## src/rtl/tf_pkg.sv

```systemverilog
package tf_pkg;
    // Default geometry of the extended nametable entry
    localparam int TF_TILE_W = 12;
    localparam int TF_ATTR_W = 2;
    localparam int TF_ROW_W  = 3;
    localparam int TF_DATA_W = 8;

    // Flip controls decoded from the entry
    typedef struct packed {
        logic vflip;
        logic hflip;
    } tf_flip_t;
endpackage

```

## src/rtl/tf_entry_reg.sv

```systemverilog
module tf_entry_reg #(
    parameter int ENTRY_W = 16
) (
    input  logic               clk,
    input  logic               rst_n,
    input  logic               nt_strobe,
    input  logic [ENTRY_W-1:0] nt_word,
    output logic [ENTRY_W-1:0] entry
);
    typedef struct packed {
        logic [ENTRY_W-1:0] entry;
    } state_t;

    state_t state_d, state_q;

    always_comb begin
        state_d = state_q;
        if (nt_strobe) begin
            state_d.entry = nt_word;
        end
    end

    always_ff @(posedge clk) begin
        if (!rst_n) begin
            state_q <= '0;
        end else begin
            state_q <= state_d;
        end
    end

    assign entry = state_q.entry;

    // a strobed word is the held entry one cycle later
    a_r2_capture: assert property (@(posedge clk) disable iff (!rst_n)
        nt_strobe |=> (entry == $past(nt_word)));

    // without a strobe the held entry does not move
    a_r3_hold: assert property (@(posedge clk) disable iff (!rst_n)
        !nt_strobe |=> $stable(entry));
endmodule

```

## src/rtl/tf_entry_decode.sv

```systemverilog
module tf_entry_decode
    import tf_pkg::*;
#(
    parameter int TILE_W  = TF_TILE_W,
    parameter int ATTR_W  = TF_ATTR_W,
    localparam int ENTRY_W = TILE_W + ATTR_W + 2
) (
    input  logic [ENTRY_W-1:0] entry,
    output logic [TILE_W-1:0]  tile,
    output logic [ATTR_W-1:0]  attr,
    output tf_flip_t           flip
);
    localparam int ATTR_LO = TILE_W;
    localparam int HFLIP_B = TILE_W + ATTR_W;
    localparam int VFLIP_B = HFLIP_B + 1;

    always_comb begin
        tile       = entry[TILE_W-1:0];
        attr       = entry[ATTR_LO +: ATTR_W];
        flip.hflip = entry[HFLIP_B];
        flip.vflip = entry[VFLIP_B];
    end
endmodule

```

## src/rtl/tf_addr_form.sv

```systemverilog
module tf_addr_form #(
    parameter int TILE_W = 12,
    parameter int ROW_W  = 3,
    localparam int LO_W  = ROW_W + 1,
    localparam int MEM_AW = TILE_W + LO_W
) (
    input  logic [TILE_W-1:0] tile,
    input  logic              vflip,
    input  logic [LO_W-1:0]   vid_addr,
    output logic [MEM_AW-1:0] mem_addr
);
    logic [ROW_W-1:0] row;

    // One XOR per row bit; the plane bit bypasses this path entirely
    for (genvar i = 0; i < ROW_W; i++) begin : g_row
        assign row[i] = vid_addr[i] ^ vflip;
    end

    assign mem_addr = {tile, vid_addr[ROW_W], row};
endmodule

```

## src/rtl/tf_data_flip.sv

```systemverilog
module tf_data_flip #(
    parameter int DATA_W = 8
) (
    input  logic              hflip,
    input  logic [DATA_W-1:0] din,
    output logic [DATA_W-1:0] dout
);
    logic [DATA_W-1:0] rev;

    for (genvar i = 0; i < DATA_W; i++) begin : g_bit
        assign rev[i] = din[DATA_W-1-i];
    end

    assign dout = hflip ? rev : din;
endmodule

```

## src/rtl/tf_flip_unit.sv

```systemverilog
module tf_flip_unit
    import tf_pkg::*;
#(
    parameter int TILE_W = TF_TILE_W,
    parameter int ATTR_W = TF_ATTR_W,
    parameter int ROW_W  = TF_ROW_W,
    parameter int DATA_W = TF_DATA_W,
    localparam int ENTRY_W = TILE_W + ATTR_W + 2,
    localparam int LO_W    = ROW_W + 1,
    localparam int MEM_AW  = TILE_W + LO_W
) (
    input  logic               clk,
    input  logic               rst_n,
    input  logic               nt_strobe,
    input  logic [ENTRY_W-1:0] nt_word,
    input  logic [LO_W-1:0]    vid_addr,
    input  logic [DATA_W-1:0]  mem_rdata,
    output logic [MEM_AW-1:0]  mem_addr,
    output logic [DATA_W-1:0]  vid_rdata,
    output logic [ATTR_W-1:0]  attr
);
    logic [ENTRY_W-1:0] entry;
    logic [TILE_W-1:0]  tile;
    tf_flip_t           flip;

    tf_entry_reg #(.ENTRY_W(ENTRY_W)) u_entry (
        .clk       (clk),
        .rst_n     (rst_n),
        .nt_strobe (nt_strobe),
        .nt_word   (nt_word),
        .entry     (entry)
    );

    tf_entry_decode #(.TILE_W(TILE_W), .ATTR_W(ATTR_W)) u_decode (
        .entry (entry),
        .tile  (tile),
        .attr  (attr),
        .flip  (flip)
    );

    tf_addr_form #(.TILE_W(TILE_W), .ROW_W(ROW_W)) u_addr (
        .tile     (tile),
        .vflip    (flip.vflip),
        .vid_addr (vid_addr),
        .mem_addr (mem_addr)
    );

    tf_data_flip #(.DATA_W(DATA_W)) u_data (
        .hflip (flip.hflip),
        .din   (mem_rdata),
        .dout  (vid_rdata)
    );

    // vertical flip mirrors the row bits of the fetch address
    a_r5_row_mirrored: assert property (@(posedge clk) disable iff (!rst_n)
        flip.vflip |-> (mem_addr[ROW_W-1:0] == ~vid_addr[ROW_W-1:0]));

    // without vertical flip the row bits pass straight through
    a_r7_row_kept: assert property (@(posedge clk) disable iff (!rst_n)
        !flip.vflip |-> (mem_addr[ROW_W-1:0] == vid_addr[ROW_W-1:0]));

    // the plane select is never touched
    a_r8_plane_kept: assert property (@(posedge clk) disable iff (!rst_n)
        mem_addr[ROW_W] == vid_addr[ROW_W]);

    // a reversal only reorders bits, so the population stays equal
    a_r6_ones_kept: assert property (@(posedge clk) disable iff (!rst_n)
        $countones(vid_rdata) == $countones(mem_rdata));

    // without horizontal flip the byte is returned unchanged
    a_r7_data_kept: assert property (@(posedge clk) disable iff (!rst_n)
        !flip.hflip |-> (vid_rdata == mem_rdata));

    // the attribute follows the word strobed in the previous cycle
    a_r4_attr_follows: assert property (@(posedge clk) disable iff (!rst_n)
        nt_strobe |=> (attr == $past(nt_word[TILE_W +: ATTR_W])));

    // the tile index reaches the upper address bits after the strobe
    a_r2_tile_follows: assert property (@(posedge clk) disable iff (!rst_n)
        nt_strobe |=> (mem_addr[MEM_AW-1:LO_W] == $past(nt_word[TILE_W-1:0])));
endmodule

```

## config.mk

```make
export PLATFORM = sky130hd
export DESIGN_NAME = tf_flip_unit
export DESIGN_NICKNAME = d
export VERILOG_FILES = /design/src/rtl/tf_pkg.sv /design/src/rtl/tf_entry_reg.sv /design/src/rtl/tf_entry_decode.sv /design/src/rtl/tf_addr_form.sv /design/src/rtl/tf_data_flip.sv /design/src/rtl/tf_flip_unit.sv
export SDC_FILE = /design/constraint.sdc
export NUM_CORES = 1
export LEC_CHECK = 0
export ABC_AREA = 1
export ABC_CLOCK_PERIOD_IN_PS = 900
export BUFFER_PORTS_ARGS = -buffer_cell sky130_fd_sc_hd__buf_2
export CORE_UTILIZATION = 44
export DETAILED_ROUTE_END_ITERATION = 8
export HOLD_SLACK_MARGIN = 0.15
export PLACE_DENSITY = 0.8
export SLEW_MARGIN = 20
export SYNTH_ARGS = -nofsm -noshare
export SYNTH_HDL_FRONTEND = slang
export SYNTH_HIERARCHICAL = 1
export SYNTH_SLANG_ARGS = --single-unit
```

## constraint.sdc

```tcl
create_clock -name clk -period 0.9 [get_ports clk]
set_input_delay 0.09 -clock clk [delete_from_list [all_inputs] [get_ports clk]]
set_output_delay 0.09 -clock clk [all_outputs]
set_load 0.005 [all_outputs]
```

==> impl_metrics.json <==
{
  "synth-warning-count": 6,
  "grt_usage_pct": 16.9,
  "largest_register_ffs": 16,
  "slew_headroom_pct": 81.0,
  "yosysSeqAreaShare_pct": 30.6,
  "place_area_mm2": 0.00111,
  "max_stage_delay_ns": 0.38,
  "antenna_left": 0,
  "die_h_um": 50.8,
  "synth_top_area_cell": "dfxtp_1",
  "diodes": 0,
  "power_frac_comb_pct": 28.1,
  "power_switching_mw": 0.440,
  "reg2reg_depth": 4,
  "root_buffer": "clkbuf_4",
  "area_growth_pct": 29.3,
  "setup-tns-final_ns": -1.52,
  "gr-total-overflow": 0,
  "place.gp.congestion": 0.649,
  "grt_pass1_wl_mm": 3.33,
  "syn-num-nets": 200,
  "ir_drop_mv": 0.728,
  "regArea_um2": 329,
  "cts_num_sinks": 16,
  "hold_viol": 0,
  "buffer_ports.inserted": 54,
  "min_period_over_period_pct": 118,
  "stdcell_area_mm2": 0.00135,
  "mostFrequentLayoutCell": "nand2_1",
  "drc": 0,
  "numCtsBuffers": 3,
  "p_leak_nw": 0.824,
  "dieWidth_um": 50.8,
  "finalNetCount": 244,
  "grt_max_degree": 33,
  "tightest_slew_ns": 0.284,
  "cp_cell_sequence": "buf_6, nand2_2, nand2_1, buf_2",
  "status": "complete, but fails checks",
  "viasPerCell": 4.10,
  "dpl.hpwl_mm": 1.29,
  "path_max_fanout": 5,
  "power_mw": 1.59,
  "io_pins": 57,
  "num_rows": 17,
  "min_path_cells": 3,
  "yosys.area.top_type_share_pct": 30.6,
  "ys_seq_elements": 16,
  "cts_tree": "yes",
  "pwr-share-seq_pct": 49.5,
  "drt_iter0_markers": 7,
  "crit_path_end_kind": "output port",
  "worstSetupPathType": "flop to output port",
  "core_mm2": 0.00223,
  "slowest_stage": "dfxtp_4",
  "clk_latency_ns": 0.27,
  "vias": 979,
  "p_int_mw": 1.15,
  "crit_required_ns": 0.81,
  "initial_core_util_pct": 46.8,
  "final_core_util_pct": 60.6,
  "wl_per_cell_um": 8.80,
  "die_area_mm2": 0.00258,
  "firstDrtPassIters": 4,
  "fmax_ghz": 0.938,
  "drv_slew": 0,
  "drive_gt1_share_pct": 37.4,
  "p_per_area_mw_per_mm2": 1180,
  "maxCapViolations": 0,
  "multi_input_area_um2": 402,
  "yosys-top-cells-area": "dfxtp_1 (31%), nand2_1 (23%), buf_4 (22%), nor2_1 (10%), inv_1 (6.8%)",
  "first_global_vias": 833,
  "cp_data_arrival_time_ns": 0.98,
  "grt_setup_unrepaired": "true",
  "cts_max_level": 1,
  "synth_area_mm2": 0.00105,
  "layout_common_cells": "nand2_1 (56), buf_2 (54), nor2_1 (28)",
  "clock_path_buffers": 2,
  "num-fill-cells": 238,
  "netlist_instances": 169,
  "layout_setup_ws_ns": -0.166,
  "drt-total-wl_mm": 2.10,
  "setup_viol": 11,
  "skew_ns": 0,
  "failed_checks": "negative setup slack",
  "clk_pin_slew_worst_paths_ns": 0.08,
  "holdCritPathClass": "primary input to flop",
  "clkPwrFrac_pct": 22.4,
  "syn_area_per_cell_um2": 6.19,
  "antenna_found_initial": 0,
  "switching_share_pct": 27.6,
  "start_kind": "flop",
  "synth_cell_types": 9,
  "post-route-min-period_ns": 1.07
}
[metrics by stage]
stage	setup WS (ns)	std cells	hold WS [ns]
4_1_cts	-0.181	239	0.163
2_1_floorplan	0.0795	169	0.245
5_1_grt	-0.234	239	0.168
3_5_place_dp	0.0687	219	0.180
3_3_place_gp	0.0998	219	0.180
6_report	-0.166	239	0.171
[path summary, 6_finish.rpt]
kind | startpoint | end | slack [ns]
worst min register to register | u_entry/entry[1]$_SDFFE_PN0P_ | u_entry/entry[1]$_SDFFE_PN0P_ | 0.47
worst min-delay path | rst_n | u_entry/entry[15]$_SDFFE_PN0P_ | 0.17
worst max-delay path | u_entry/entry[14]$_SDFFE_PN0P_ | vid_rdata[1] | -0.17
worst max register to register | u_entry/entry[14]$_SDFFE_PN0P_ | u_entry/entry[14]$_SDFFE_PN0P_ | 0.04
[area by class of cell]
cell class              count  share of cell area [%]
inverters                  21                    6.20
multi-input cells          97                    29.7
clock buffers               3                    1.67
flip-flops and latches     16                    24.3
well taps                  28                    2.59
repair buffers             74                    35.5
[power groups by stage]
| stage | Sequential (mW) | Combinational, mW | Clock (mW) |
|---|---|---|---|
| 3_3_place_gp | 0.800 | 0.359 | 0 |
| 2_1_floorplan | 0.793 | 0.322 | 0 |
| 4_1_cts | 0.787 | 0.434 | 0.378 |
| 3_5_place_dp | 0.802 | 0.364 | 0 |
| 6_report | 0.789 | 0.449 | 0.357 |
| 5_1_grt | 0.796 | 0.502 | 0.424 |
[synth_stat cells (all sizes together)]
cell	count
nand2	65
buf	34
nor2	32
inv	21
dfxtp	16
clkbuf	1
[kinds of logic after synthesis]
family | synth area share, %
and+or+nand+nor | 35.5
buffers and inverters | 33.9
DFF | 30.6
[per-layer routing]
metal	vias to the layer above	track usage, %	routed length (um)
met3	4	2.42	125
met4	0	7.87	15
met2	35	32.4	1080
met5	-	0	0
met1	401	17.6	877
li1	539	-	-
[repair_timing]
item                                    CTS  global route
endpoints found under the setup margin   11            13
buffers inserted                          1             1
gates resized for setup                  13             7
hold buffers                             16             0
pin swaps                                10             1
hold endpoints to repair                 16             0
[worst max-delay path: cells and delay by family, from the launching register on]
kind | cells | cell delay [ns]
and+or+nand+nor | 2 | 0.08
DFF | 1 | 0.38
buffers and inverters | 2 | 0.24
(Power assumes the default switching activity.)
